$ cat src/rtl/cm_sysctl_pkg.sv
package cm_sysctl_pkg;
    localparam int unsigned DATA_W   = 32;
    localparam int unsigned ADDR_W   = 7;
    localparam int unsigned CTRL_W   = 8;
    localparam int unsigned KEY_W    = 16;
    localparam int unsigned SPD_IDXW = ADDR_W - 1;
    localparam int unsigned BYTE_W   = 8;

    typedef logic [ADDR_W-1:0] waddr_t;
    typedef logic [DATA_W-1:0] word_t;

    localparam logic [KEY_W-1:0] UNLOCK_KEY = 16'hA05F;

    localparam waddr_t A_OSC    = 7'd0;
    localparam waddr_t A_CTRL   = 7'd3;
    localparam waddr_t A_KEY    = 7'd5;
    localparam waddr_t A_AUX    = 7'd7;
    localparam waddr_t A_SDRAM  = 7'd8;
    localparam waddr_t A_INIT   = 7'd9;
    localparam waddr_t A_FSET   = 7'd12;
    localparam waddr_t A_FCLR   = 7'd13;
    localparam waddr_t A_NVSET  = 7'd14;
    localparam waddr_t A_NVCLR  = 7'd15;
    localparam waddr_t A_ISTAT  = 7'd16;
    localparam waddr_t A_IRAW   = 7'd17;
    localparam waddr_t A_IENS   = 7'd18;
    localparam waddr_t A_IENC   = 7'd19;
    localparam waddr_t A_SWSET  = 7'd20;
    localparam waddr_t A_SWCLR  = 7'd21;
    localparam waddr_t A_FQSTAT = 7'd24;
    localparam waddr_t A_FQRAW  = 7'd25;
    localparam waddr_t A_FQENS  = 7'd26;
    localparam waddr_t A_FQENC  = 7'd27;

    typedef struct packed {
        word_t              osc;
        word_t              aux;
        logic [KEY_W-1:0]   key;
        word_t              sdram;
        word_t              init;
        logic [CTRL_W-1:0]  ctrl;
        word_t              flags;
        word_t              nvflags;
    } cfg_state_t;

    typedef struct packed {
        logic  level;
        word_t irq_en;
        word_t fiq_en;
        logic  irq;
        logic  fiq;
    } irq_state_t;

    typedef struct packed {
        word_t rdata;
        logic  err;
    } bus_state_t;
endpackage

$ cat src/rtl/cm_cfg_regs.sv
module cm_cfg_regs
    import cm_sysctl_pkg::*;
(
    input  logic   clk,
    input  logic   rst_n,
    input  logic   wr_en,
    input  waddr_t addr,
    input  word_t  wdata,
    output word_t  rd_data,
    output logic   rd_ok,
    output logic   wr_ok,
    output logic   remap_o,
    output logic   led_o
);
    localparam cfg_state_t CFG_RST = '{
        osc:     32'h0100_0048,
        aux:     32'h0007_FEFF,
        key:     '0,
        sdram:   32'h0001_1122,
        init:    32'h0000_0112,
        ctrl:    '0,
        flags:   '0,
        nvflags: '0
    };

    cfg_state_t q, d;
    logic       unlocked;

    assign unlocked = (q.key == UNLOCK_KEY);

    always_comb begin
        d = q;
        if (wr_en) begin
            case (addr)
                A_OSC:   if (unlocked) d.osc = wdata;
                A_AUX:   if (unlocked) d.aux = wdata;
                A_KEY:   d.key     = wdata[KEY_W-1:0];
                A_CTRL:  d.ctrl    = wdata[CTRL_W-1:0];
                A_SDRAM: d.sdram   = wdata;
                A_INIT:  d.init    = wdata;
                A_FSET:  d.flags   = q.flags | wdata;
                A_FCLR:  d.flags   = q.flags & ~wdata;
                A_NVSET: d.nvflags = q.nvflags | wdata;
                A_NVCLR: d.nvflags = q.nvflags & ~wdata;
                default: ;
            endcase
        end
    end

    always_comb begin
        rd_data = '0;
        rd_ok   = 1'b1;
        case (addr)
            A_OSC:   rd_data = q.osc;
            A_AUX:   rd_data = q.aux;
            A_KEY:   rd_data = {{(DATA_W-KEY_W-1){1'b0}}, unlocked, q.key};
            A_CTRL:  rd_data = {{(DATA_W-CTRL_W){1'b0}}, q.ctrl};
            A_SDRAM: rd_data = q.sdram;
            A_INIT:  rd_data = q.init;
            A_FSET:  rd_data = q.flags;
            A_NVSET: rd_data = q.nvflags;
            default: rd_ok   = 1'b0;
        endcase
    end

    always_comb begin
        case (addr)
            A_OSC, A_AUX, A_KEY, A_CTRL, A_SDRAM, A_INIT,
            A_FSET, A_FCLR, A_NVSET, A_NVCLR: wr_ok = 1'b1;
            default:                          wr_ok = 1'b0;
        endcase
    end

    always_ff @(posedge clk or negedge rst_n) begin
        if (!rst_n) q <= CFG_RST;
        else        q <= d;
    end

    assign remap_o = q.ctrl[2];
    assign led_o   = q.ctrl[0];

    AST_KEY_LOW_HALF: assert property (@(posedge clk) disable iff (!rst_n)
        (wr_en && addr == A_KEY) |=> (q.key == $past(wdata[KEY_W-1:0])));
    AST_OSC_LOCKED_HOLD: assert property (@(posedge clk) disable iff (!rst_n)
        (wr_en && addr == A_OSC && q.key != UNLOCK_KEY) |=> $stable(q.osc));
    AST_AUX_LOCKED_HOLD: assert property (@(posedge clk) disable iff (!rst_n)
        (wr_en && addr == A_AUX && q.key != UNLOCK_KEY) |=> $stable(q.aux));
    AST_FLAG_SET_STICKS: assert property (@(posedge clk) disable iff (!rst_n)
        (wr_en && addr == A_FSET) |=> ((q.flags & $past(wdata)) == $past(wdata)));
    AST_FLAG_CLR_DROPS: assert property (@(posedge clk) disable iff (!rst_n)
        (wr_en && addr == A_FCLR) |=> ((q.flags & $past(wdata)) == '0));
    AST_CTRL_OUTPUTS: assert property (@(posedge clk) disable iff (!rst_n)
        (wr_en && addr == A_CTRL) |=> (remap_o == $past(wdata[2]) && led_o == $past(wdata[0])));
endmodule

$ cat src/rtl/cm_irq_unit.sv
module cm_irq_unit
    import cm_sysctl_pkg::*;
(
    input  logic   clk,
    input  logic   rst_n,
    input  logic   wr_en,
    input  waddr_t addr,
    input  word_t  wdata,
    output word_t  rd_data,
    output logic   rd_ok,
    output logic   wr_ok,
    output logic   irq_o,
    output logic   fiq_o
);
    irq_state_t q, d;

    always_comb begin
        d = q;
        if (wr_en) begin
            case (addr)
                A_IENS:  d.irq_en = q.irq_en | wdata;
                A_IENC:  d.irq_en = q.irq_en & ~wdata;
                A_FQENS: d.fiq_en = q.fiq_en | wdata;
                A_FQENC: d.fiq_en = q.fiq_en & ~wdata;
                A_SWSET: d.level  = q.level | wdata[0];
                A_SWCLR: d.level  = q.level & ~wdata[0];
                default: ;
            endcase
        end
        d.irq = d.level & d.irq_en[0];
        d.fiq = d.level & d.fiq_en[0];
    end

    always_comb begin
        rd_data = '0;
        rd_ok   = 1'b1;
        case (addr)
            A_ISTAT:         rd_data[0] = q.level & q.irq_en[0];
            A_FQSTAT:        rd_data[0] = q.level & q.fiq_en[0];
            A_IRAW, A_FQRAW,
            A_SWSET:         rd_data[0] = q.level;
            A_IENS:          rd_data    = q.irq_en;
            A_FQENS:         rd_data    = q.fiq_en;
            default:         rd_ok      = 1'b0;
        endcase
    end

    always_comb begin
        case (addr)
            A_IENS, A_IENC, A_FQENS, A_FQENC, A_SWSET, A_SWCLR: wr_ok = 1'b1;
            default:                                           wr_ok = 1'b0;
        endcase
    end

    always_ff @(posedge clk or negedge rst_n) begin
        if (!rst_n) q <= '0;
        else        q <= d;
    end

    assign irq_o = q.irq;
    assign fiq_o = q.fiq;

    AST_IRQ_MASK_CLEAR: assert property (@(posedge clk) disable iff (!rst_n)
        (wr_en && addr == A_IENC) |=> ((q.irq_en & $past(wdata)) == '0));
    AST_SOFT_SET: assert property (@(posedge clk) disable iff (!rst_n)
        (wr_en && addr == A_SWSET && wdata[0]) |=> q.level);
    AST_SOFT_CLR: assert property (@(posedge clk) disable iff (!rst_n)
        (wr_en && addr == A_SWCLR && wdata[0]) |=> !q.level);
    AST_IRQ_TRACKS: assert property (@(posedge clk) disable iff (!rst_n)
        irq_o == (q.level & q.irq_en[0]));
    AST_FIQ_TRACKS: assert property (@(posedge clk) disable iff (!rst_n)
        fiq_o == (q.level & q.fiq_en[0]));
endmodule

$ cat src/rtl/cm_spd_rom.sv
module cm_spd_rom
    import cm_sysctl_pkg::*;
#(
    parameter int unsigned MEM_MB = 128
) (
    input  logic [SPD_IDXW-1:0] idx,
    output logic [BYTE_W-1:0]   byte_o
);
    localparam logic [BYTE_W-1:0] DENSITY =
        (MEM_MB >= 256) ? 8'd64 :
        (MEM_MB >= 128) ? 8'd32 :
        (MEM_MB >= 64)  ? 8'd16 :
        (MEM_MB >= 32)  ? 8'd4  : 8'd2;

    always_comb begin
        case (idx)
            6'd0:  byte_o = 8'd128;
            6'd1:  byte_o = 8'd8;
            6'd2:  byte_o = 8'd4;
            6'd3:  byte_o = 8'd11;
            6'd4:  byte_o = 8'd9;
            6'd5:  byte_o = 8'd1;
            6'd6:  byte_o = 8'd64;
            6'd8:  byte_o = 8'd2;
            6'd9,
            6'd10: byte_o = 8'hA0;
            6'd13: byte_o = 8'd8;
            6'd15: byte_o = 8'd1;
            6'd16: byte_o = 8'h0E;
            6'd17: byte_o = 8'd4;
            6'd18: byte_o = 8'h1C;
            6'd19: byte_o = 8'd1;
            6'd20: byte_o = 8'd2;
            6'd21: byte_o = 8'h20;
            6'd22: byte_o = 8'hC0;
            6'd27,
            6'd29: byte_o = 8'h30;
            6'd28,
            6'd30: byte_o = 8'h28;
            6'd31: byte_o = DENSITY;
            default: byte_o = 8'd0;
        endcase
    end
endmodule

$ cat src/rtl/cm_sysctl.sv
module cm_sysctl
    import cm_sysctl_pkg::*;
#(
    parameter int unsigned MEM_MB = 128
) (
    input  logic              clk,
    input  logic              rst_n,
    input  logic              wr_en,
    input  logic              rd_en,
    input  logic [ADDR_W-1:0] addr,
    input  logic [DATA_W-1:0] wdata,
    output logic [DATA_W-1:0] rdata_o,
    output logic              err_o,
    output logic              irq_o,
    output logic              fiq_o,
    output logic              remap_o,
    output logic              led_o
);
    word_t              cfg_rd, irq_rd;
    logic               cfg_rd_ok, cfg_wr_ok, irq_rd_ok, irq_wr_ok;
    logic [BYTE_W-1:0]  spd_byte;
    logic               spd_hit, rd_ok, wr_ok;
    bus_state_t         q, d;

    cm_cfg_regs u_cfg (
        .clk(clk), .rst_n(rst_n), .wr_en(wr_en), .addr(addr), .wdata(wdata),
        .rd_data(cfg_rd), .rd_ok(cfg_rd_ok), .wr_ok(cfg_wr_ok),
        .remap_o(remap_o), .led_o(led_o)
    );

    cm_irq_unit u_irq (
        .clk(clk), .rst_n(rst_n), .wr_en(wr_en), .addr(addr), .wdata(wdata),
        .rd_data(irq_rd), .rd_ok(irq_rd_ok), .wr_ok(irq_wr_ok),
        .irq_o(irq_o), .fiq_o(fiq_o)
    );

    cm_spd_rom #(.MEM_MB(MEM_MB)) u_spd (
        .idx(addr[SPD_IDXW-1:0]), .byte_o(spd_byte)
    );

    assign spd_hit = addr[ADDR_W-1];
    assign rd_ok   = spd_hit | cfg_rd_ok | irq_rd_ok;
    assign wr_ok   = cfg_wr_ok | irq_wr_ok;

    always_comb begin
        d.rdata = '0;
        if (rd_en) begin
            if (spd_hit)        d.rdata = {{(DATA_W-BYTE_W){1'b0}}, spd_byte};
            else if (cfg_rd_ok) d.rdata = cfg_rd;
            else if (irq_rd_ok) d.rdata = irq_rd;
        end
        d.err = (rd_en && !rd_ok) || (wr_en && !wr_ok);
    end

    always_ff @(posedge clk or negedge rst_n) begin
        if (!rst_n) q <= '0;
        else        q <= d;
    end

    assign rdata_o = q.rdata;
    assign err_o   = q.err;

    AST_ERR_NEEDS_ACCESS: assert property (@(posedge clk) disable iff (!rst_n)
        err_o |-> $past(rd_en || wr_en));
    AST_IDLE_RDATA_ZERO: assert property (@(posedge clk) disable iff (!rst_n)
        !rd_en |=> (rdata_o == '0));
    AST_SPD_BYTE_WIDE: assert property (@(posedge clk) disable iff (!rst_n)
        (rd_en && addr[ADDR_W-1]) |=> (rdata_o[DATA_W-1:BYTE_W] == '0));
endmodule

$ cat config.mk
export PLATFORM = sky130hd
export DESIGN_NAME = cm_sysctl
export DESIGN_NICKNAME = d
export VERILOG_FILES = /design/src/rtl/cm_sysctl_pkg.sv /design/src/rtl/cm_cfg_regs.sv /design/src/rtl/cm_irq_unit.sv /design/src/rtl/cm_spd_rom.sv /design/src/rtl/cm_sysctl.sv
export SDC_FILE = /design/constraint.sdc
export NUM_CORES = 1
export LEC_CHECK = 0
export ABC_AREA = 0
export CORE_MARGIN = 2
export CORE_UTILIZATION = 45
export CTS_CLUSTER_DIAMETER = 80
export CTS_CLUSTER_SIZE = 30
export DETAILED_ROUTE_END_ITERATION = 10
export DONT_BUFFER_PORTS = 1
export SKIP_CTS_REPAIR_TIMING = 1
export SLEW_MARGIN = 20
export SYNTH_ARGS = -nofsm -noshare
export SYNTH_HDL_FRONTEND = slang
export SYNTH_SLANG_ARGS = --single-unit
export TNS_END_PERCENT = 100
$ cat constraint.sdc
create_clock -name clk -period 2.8 [get_ports clk]
set_input_delay 0.14 -clock clk [delete_from_list [all_inputs] [get_ports clk]]
set_output_delay 0.14 -clock clk [all_outputs]
set_load 0.01 [all_outputs]
==> flow_summary_export.csv, run 1 <==
group,metric,value,unit
status,status,"finished, violations left",
status,violations,"hold timing",
worst_hold_path,hold_path.class,"in -> async",
placed_design,hpwlAfterDp,24.2,mm
synth,syn_inst,1223,
synth,synth_cell_types,59,
setup_path,crit_chain,"or4b_2, nor4_2, nand3_2, buf_12, mux2_4",
power,combPwrFrac,7.3,%
global_route,grt_usage,24.3,%
timing,post-route-period-util,84.6,%
placed_design,place_inst,1544,
power,p_int,6.66,mW
global_route,overflow,0,
timing,finalCriticalPeriod,2.37,ns
routing,first_iter_violations,1015,
synth,postSynthAreaPerCell,11.7,µm²
power,p_per_area,562,nW/µm²
setup_path,critPathKind,"reg -> reg",
synth,synth_edf_count,0,
floorplanning,dieArea,33200,µm²
routing,firstDrtPassIters,5,
flow_run,cap_violations,0,
setup_path,critPathCaptureType,"flip-flop",
synth,synth_flop_cell,"dfrtp_1",
global_route,antenna_found_initial,2,
synth,synthTopCellsByCount,"dfrtp_1 (287), a31oi_1 (132), mux2_2 (117), clkbuf_1 (87), a21oi_1 (76)",
synth,async_flop_share,100,%
cells_and_area,final_cells,1620,
synth,seq_area_frac_synth,55.6,%
timing,hold_slack,-0.680,ns
synth,yosysMostFrequentCell,"dfrtp_1",
power,p_sw_share,25.3,%
routing,routed_wl,41.5,mm
routing,avgViaCountPerCell,6.53,
timing,tightest_slew,1.08,ns
timing,slew_headroom,28.0,%
setup_path,critPathArrivalTime,2.78,ns
cells_and_area,syn2layout_area_growth,11.1,%
power,clkPwrFrac,36.3,%
floorplanning,die_y,182,µm
timing,clock.fmax,422,MHz
timing,rsz0062_at_grt,"false",
floorplanning,ioPinCount,80,
routing,ant_nets,0,
setup_path,cp_max_fo,32,
setup_path,worst_ep_required_time,3.21,ns
synth,ys_warn_count,0,
clocking,cts_buffers,18,
placed_design,io_buffers,0,
clocking,cts_tree,"yes",
power,ir_drop,0.378,mV
floorplanning,core-area,31400,µm²
global_route,grt_pass1_vias,10100,
synth,synth_top_area_cell,"dfrtp_1",
clocking,cts_max_level,1,
timing,fin_tns_setup,0,ns
synth,synthTopCellsByArea,"dfrtp_1 (50%), mux2_2 (9.2%), a31oi_1 (5.8%), dfstp_2 (5.3%), mux2_4 (3.2%)",
power,power.switching,2.25,mW
timing,setup_viol,0,
routing,drc_errors,0,
clocking,cts.reportedPaths.clkPinSlew,0.12,ns
cells_and_area,drive_gt1_share,22.9,%
clocking,cts.sinks,316,
timing,finalHoldViolCount,309,
clocking,clock_latency,0.54,ns
timing,final.setup_skew,0.0283,ns
floorplanning,rows,65,
power,leakage,7.14,nW
placed_design,gp_congestion,0.857,
power,sequentialPowerShare,56.4,%
synth,yosysTopAreaCellShare,50.3,%
setup_path,critical_path.top_delay_family,"simple AND/OR/NAND/NOR gates",
routing,wl_per_cell,25.6,µm
setup_path,path_buf_inv,1,
clocking,cts_buffer_depth,3,
global_route,grt_max_degree,317,
floorplanning,die_w,182,µm
setup_path,worstSetupStartpointType,"flip-flop",
setup_path,slowest_delay,0.71,ns
cells_and_area,nNetsFinal,1253,
clocking,cts-root-buf,"clkbuf_16",
setup_path,cp_slowest_cell,"or4b_2",
synth,synth_fp_nets,1271,
timing,drv_slew,0,
routing,vias,10600,
global_route,grt_pass1_wl,62.7,mm
floorplanning,start_util,45.5,%
synth,yosys_register_bits,316,
synth,syn_area,14300,µm²
[area by class of cell]
type / instances / area (µm²)
inverter: 9 / 33.8
timing repair buffer: 98 / 948
multi-input combinational: 762 / 5760
fill: 2769 / 15500
sequential: 316 / 7940
tap: 402 / 503
antenna: 2 / 5.00
clock inverter: 11 / 186
clock buffer: 20 / 479
[cells by family after synthesis]
family,share of synthesized area [%]
AO/OA/AOI/OAI,19.6
adder cells (fa/ha/maj),0.438
buffers and inverters,4.38
flip-flops,55.6
multiplexers,13.6
AND/OR/NAND/NOR,6.38
[per-layer routing]
layer / vias to the layer above / track usage, % / wire [µm]
li1: 4644 / - / -
met3: 61 / 5.59 / 3440
met1: 5424 / 35.3 / 18800
met4: 2 / 5.32 / 779
met5: - / 0 / 15
met2: 445 / 37.3 / 18400
[stage by stage]
stage               area, µm²  util [%]  power, mW  setup WS, ns  hold slack [ns]
detailed placement      14700      47.0       5.59         0.433           -0.142
global placement        14700      47.0       5.57         0.473           -0.135
floorplan               14300         -       5.54         0.605           -0.156
finish                  15900      50.5       8.92         0.431           -0.680
CTS                     15400      49.1       8.82         0.429           -0.719
global route            15900      50.5       9.27         0.341           -0.719
[final timing paths]
check	endpoint	from	slack [ns]	cells after the start
worst max register to register	u_cfg.q[160]	u_cfg.q[147]	0.43	5
worst max-delay path	u_cfg.q[160]	u_cfg.q[147]	0.43	5
min in group clk	flip-flop	wr_en	-0.02	2
worst min-delay path	rdata_o[5]	rst_n	-0.68	0
worst min register to register	u_cfg.q[191]	u_cfg.q[191]	0.50	1
max in group asynchronous	u_cfg.q[78]	rst_n	2.61	0
[power groups by stage]
stage	clock, mW	sequential [mW]	combinational, mW
final	3.24	5.03	0.654
after detailed placement	0	5.11	0.485
after CTS	3.31	5.02	0.484
after global placement	0	5.10	0.466
after floorplan	0	5.06	0.481
after global routing	3.49	5.06	0.727
[worst register-to-register path, delay by kind of cell, from the launching register on]
family / cells / cell delay, ns
flops: 1 / 0.40
buf+inv: 1 / 0.25
simple gates: 3 / 1.25
mux: 1 / 0.34
[layout by cell type, fill, tap and decap left out, types with 19 or more instances in the layout]
cell type,n
a21oi_1,75
clkbuf_16,19
mux2_2,117
buf_4,48
o21ai_0,71
nand2_1,60
dlygate4sd3_1,42
and3_1,27
dfrtp_1,287
a222oi_1,29
mux2_4,30
a221oi_1,31
nor3_1,21
dfstp_2,29
a31oi_1,132
a22oi_1,28
No activity file was read; power rests on OpenSTA's default activity.
==> run 2: changes to the inputs <==
- clock period: 2.8 -> 2.4 ns (I/O delays scaled with it)
==> run 2 against run 1 <==
Net effect:
- the flow still finishes with violations (hold timing)
- non-clock buffer count is 21 higher
- largest power group unchanged
- clock power is 5% higher
- largest cell class unchanged
- final area is 0.69% higher
- clock skew is 0.0044 ns lower
==> flow_summary_export.csv, run 2 (synthesis gave the netlist of run 1 again) <==
group,metric,value,unit
global_route,top_usage_layer,"met2",
global_route,grt_max_degree,317,
cells_and_area,drive_gt1_share,23.1,%
setup_path,crit_chain,"or4b_2, nor4_2, nand3_2, buf_4, mux2_2",
timing,tightest_slew,0.833,ns
power,p_per_area,629,nW/µm²
global_route,met1_usage,35.9,%
cells_and_area,final_cell_mix,"dfrtp_1 (287), a31oi_1 (132), mux2_2 (117), a21oi_1 (75), o21ai_0 (71)",
cells_and_area,fill_cells,2782,
placed_design,io_buffers,0,
setup_path,cp_max_fo,17,
setup_path,setup.worst_path.start,"u_cfg.q[147]",
routing,vias,10600,
clocking,cts-root-buf,"clkbuf_16",
floorplanning,die_y,182,µm
clocking,cts_tree,"yes",
clocking,cts_buffer_depth,3,
global_route,antenna_found_initial,4,
setup_path,slowest_delay,0.72,ns
global_route,grt_util_met3,4.33,%
global_route,grt_usage,24.1,%
placed_design,hpwlAfterDp,24.5,mm
timing,post-route-period-util,97.9,%
cells_and_area,nNetsFinal,1273,
cells_and_area,mostFrequentLayoutCell,"dfrtp_1",
timing,clock.fmax,426,MHz
clocking,cts_max_level,1,
routing,routed_wl,41.1,mm
routing,firstDrtPassIters,6,
global_route,grt_pass1_wl,62.3,mm
clocking,cts_buffers,17,
timing,finalHoldViolCount,316,
clocking,cts.reportedPaths.clkPinSlew,0.11,ns
timing,setup_viol,0,
clocking,cts.sinks,316,
status,status,"finished, violations left",
routing,first_iter_violations,1233,
placed_design,place_area,14800,µm²
status,violations,"hold timing",
power,leakage,7.23,nW
cells_and_area,post-route-util,50.9,%
setup_path,worstSetupStartpointType,"flip-flop",
floorplanning,rows,65,
global_route,use_met2,37.1,%
timing,rsz0062_at_grt,"false",
global_route,overflow,0,
floorplanning,dieArea,33200,µm²
setup_path,critPathCaptureType,"flip-flop",
setup_path,critPathArrivalTime,2.76,ns
timing,finalCriticalPeriod,2.35,ns
routing,ant_nets,0,
cells_and_area,final_cell_area,16000,µm²
timing,slew_headroom,44.4,%
setup_path,worst_ep_required_time,2.81,ns
timing,drv_slew,0,
flow_run,cap_violations,0,
routing,drc_errors,0,
floorplanning,ioPinCount,80,
timing,hold_slack,-0.679,ns
cells_and_area,syn2layout_area_growth,11.8,%
floorplanning,start_util,45.5,%
setup_path,reg2reg_from,"u_cfg.q[147]",
floorplanning,die_w,182,µm
timing,final.setup_skew,0.0239,ns
placed_design,gp_congestion,0.834,
clocking,clock_latency,0.52,ns
floorplanning,core-area,31400,µm²
worst_hold_path,hold_path.class,"in -> async",
routing,avgViaCountPerCell,6.44,
global_route,grt_pass1_vias,9989,
setup_path,critPathKind,"reg -> reg",
timing,fin_tns_setup,0,ns
power,ir_drop,0.512,mV
routing,wl_per_cell,25.1,µm
setup_path,cp_slowest_cell,"or4b_2",
-- run 2: cell count changes in the layout (fill, tap and decap cells not counted), moves of 2 or more --
| cell | change |
|---|---|
| buf_12 | +2 |
| buf_4 | +7 |
| bufinv_16 | -2 |
| clkbuf_16 | -2 |
| clkinv_8 | -3 |
| dlygate4sd3_1 | +12 |
| inv_6 | +2 |
-- run 2: through the flow --
stage          setup WS [ns]  cells  power (mW)  hold WS [ns]
6_report              0.0507   1638        10.0        -0.679
5_1_grt               0.0227   1637        10.4        -0.723
4_1_cts               0.0838   1582        9.92        -0.727
3_5_place_dp           0.103   1553        6.53        -0.160
3_3_place_gp          0.0924   1553        6.50        -0.162
2_1_floorplan          0.205   1223        6.46        -0.176
-- run 2: metal layers --
metal  part of all wire [%]  vias to the layer above
li1                       -                     4664
met1                     45                     5417
met2                     46                      429
met3                    7.6                       42
met4                    1.6                        4
met5                  0.058                        -
-- run 2: layout make-up --
type	count	area [µm²]	share of cell area, %
sequential	316	7940	49.7
multi-input combinational	762	5760	36.1
timing repair buffer	119	1160	7.27
tap	402	503	3.15
clock buffer	20	447	2.80
clock inverter	9	118	0.736
inverter	9	33.8	0.212
antenna	1	2.50	0.0157
-- run 2: critical path, delay by kind of cell (launching register included) --
kind          cells  cell delay, ns
simple gates      3            1.27
flops             1            0.41
mux               1            0.30
buf+inv           1            0.25
-- run 2: path summary, 6_finish.rpt --
kind	endpoint	slack [ns]	cells after the start
worst max-delay path	u_cfg.q[202]	0.05	5
worst min-delay path	rdata_o[7]	-0.68	0
worst max register to register	u_cfg.q[202]	0.05	5
worst min register to register	u_cfg.q[194]	0.51	1
max in group asynchronous	u_cfg.q[70]	2.41	0
min in group clk	rdata_o[7]	0.01	3
-- run 2: power by group --
part	leakage (nW)	internal [mW]	switching, mW	total [mW]
Combinational	2.74	0.370	0.422	0.792
Sequential	4.22	5.66	0.194	5.86
Clock	0.273	1.46	1.94	3.40
Total	7.23	7.49	2.56	10.0
==> run 3: changes to the inputs <==
- CTS_BUF_LIST: default -> sky130_fd_sc_hd__clkbuf_4
- SETUP_SLACK_MARGIN: default -> 0.5
==> run 3 against run 2 <==
Net effect:
- the run still ends with hold timing left
- register-to-register slack better by 0.13 ns
- global-route usage up 0.13 points
- total power down 5.8%
- critical path depth unchanged
- final area up 5.9%
- sequential share of layout area down 2.8 points
- maximum frequency up 5.8%
- sequential power about the same
- clock power down 24%
- final cell count up 5.6%
- critical path type unchanged
- largest power group unchanged
==> flow_summary_export.csv, run 3 (synthesis gave the netlist of run 1 again) <==
group,metric,value,unit
status,status,"finished, violations left",
status,violations,"hold timing",
setup_path,critPathKind,"reg -> reg",
power,p_int,6.77,mW
power,combPwrFrac,10.5,%
power,sequentialPowerShare,62.1,%
global_route,grt_pass1_wl,62.7,mm
setup_path,critPathArrivalTime,2.93,ns
clocking,cts-root-buf,"clkbuf_4",
worst_hold_path,hold_path.class,"in -> async",
power,power.switching,2.69,mW
timing,slew_headroom,39.1,%
setup_path,setup.worst_path.start,"u_cfg.q[147]",
setup_path,critical_path.top_delay_family,"simple AND/OR/NAND/NOR gates",
cells_and_area,multi_input_comb_area,5940,µm²
timing,hold_slack,-0.980,ns
setup_path,cp_slowest_cell,"or4b_4",
cells_and_area,nNetsFinal,1360,
cells_and_area,post-route-util,53.9,%
cells_and_area,area.sequential,7940,µm²
floorplanning,die_w,182,µm
floorplanning,ioPinCount,80,
timing,finalHoldViolCount,323,
timing,setup_viol,0,
timing,post-route-period-util,92.5,%
timing,drv_slew,0,
setup_path,worst_ep_required_time,3.11,ns
clocking,cts_max_level,1,
setup_path,reg2reg_from,"u_cfg.q[147]",
routing,routed_wl,44.3,mm
flow_run,cap_violations,0,
cells_and_area,fill_cells,2686,
clocking,cts_buffer_depth,3,
clocking,cts.sinks,316,
cells_and_area,syn2layout_area_growth,18.4,%
power,leakage,7.73,nW
placed_design,hpwlAfterDp,23.6,mm
setup_path,cp_max_fo,18,
global_route,antenna_found_initial,3,
clocking,cts_buffers,19,
routing,ant_nets,0,
cells_and_area,mostFrequentLayoutCell,"dfrtp_1",
setup_path,slowest_delay,0.59,ns
placed_design,io_buffers,0,
timing,fin_tns_setup,0,ns
clocking,cts_tree,"yes",
routing,drc_errors,0,
timing,rsz0062_at_grt,"true",
timing,tightest_slew,0.910,ns
clocking,cts.reportedPaths.clkPinSlew,0.29,ns
timing,clock.fmax,450,MHz
cells_and_area,drive_gt1_share,23.9,%
setup_path,worstSetupStartpointType,"flip-flop",
cells_and_area,final_cell_mix,"dfrtp_1 (287), dlygate4sd3_1 (146), a31oi_1 (132), mux2_2 (117), a21oi_1 (75)",
routing,vias,11300,
global_route,overflow,0,
setup_path,crit_chain,"or4b_4, nor4_4, nand3_2, buf_8, mux2_4",
floorplanning,rows,65,
setup_path,critPathCaptureType,"flip-flop",
floorplanning,dieArea,33200,µm²
floorplanning,start_util,45.5,%
global_route,grt_usage,24.2,%
placed_design,gp_congestion,0.853,
routing,avgViaCountPerCell,6.54,
routing,wl_per_cell,25.6,µm
floorplanning,core-area,31400,µm²
global_route,grt_max_degree,317,
routing,firstDrtPassIters,7,
setup_path,path_buf_inv,1,
floorplanning,die_y,182,µm
global_route,grt_pass1_vias,10200,
power,p_sw_share,28.4,%
clocking,clock_latency,0.79,ns
timing,final.setup_skew,0.0795,ns
power,clkPwrFrac,27.4,%
timing,finalCriticalPeriod,2.22,ns
power,p_per_area,560,nW/µm²
routing,first_iter_violations,1513,
power,ir_drop,0.453,mV
run 3: worst paths after layout:
| kind | end | slack (ns) | cells past startpoint |
|---|---|---|---|
| max | u_cfg.q[160] | 0.18 | 5 |
| min | u_irq.q[45] | -0.98 | 0 |
| max reg2reg | u_cfg.q[160] | 0.18 | 5 |
| min reg2reg | u_irq.q[44] | 0.53 | 2 |
| max in group asynchronous | asynchronous set/reset pin | 2.73 | 0 |
| min in group clk | u_irq.q[66] | -0.04 | 6 |
run 3: routing by layer:
| layer | wire length [µm] | vias up | part of all wire, % | GRT usage, % |
|---|---|---|---|---|
| met5 | 8 | - | 0.018 | 0 |
| met4 | 1170 | 2 | 2.6 | 6.19 |
| met3 | 3180 | 81 | 7.2 | 3.65 |
| met2 | 20400 | 516 | 46 | 37.7 |
| met1 | 19500 | 5841 | 44 | 35.5 |
| li1 | - | 4866 | - | - |
run 3: cell type report:
type	count	area share, %
sequential	316	47.0
clock buffer	20	0.888
timing repair buffer	204	12.5
multi-input combinational	762	35.1
antenna	3	0.0444
clock inverter	14	1.20
inverter	9	0.325
tap	402	2.97
run 3: through the flow:
step	hold slack, ns	cells	total power [mW]	setup WS, ns	area [µm²]
after floorplan	-0.176	1223	6.49	0.328	14600
after global placement	-0.150	1544	6.52	0.101	15000
after detailed placement	-0.154	1544	6.55	0.0946	15000
after CTS	-1.09	1578	9.14	0.142	15300
after global routing	-1.07	1729	9.88	0.108	16900
final	-0.980	1730	9.47	0.180	16900
run 3: power by group through the flow:
stage	Clock, mW	Sequential (mW)	Combinational, mW
floorplan	0	5.91	0.584
global placement	0	5.96	0.567
detailed placement	0	5.96	0.587
CTS	2.67	5.87	0.587
global route	2.87	5.92	1.09
finish	2.59	5.88	0.994
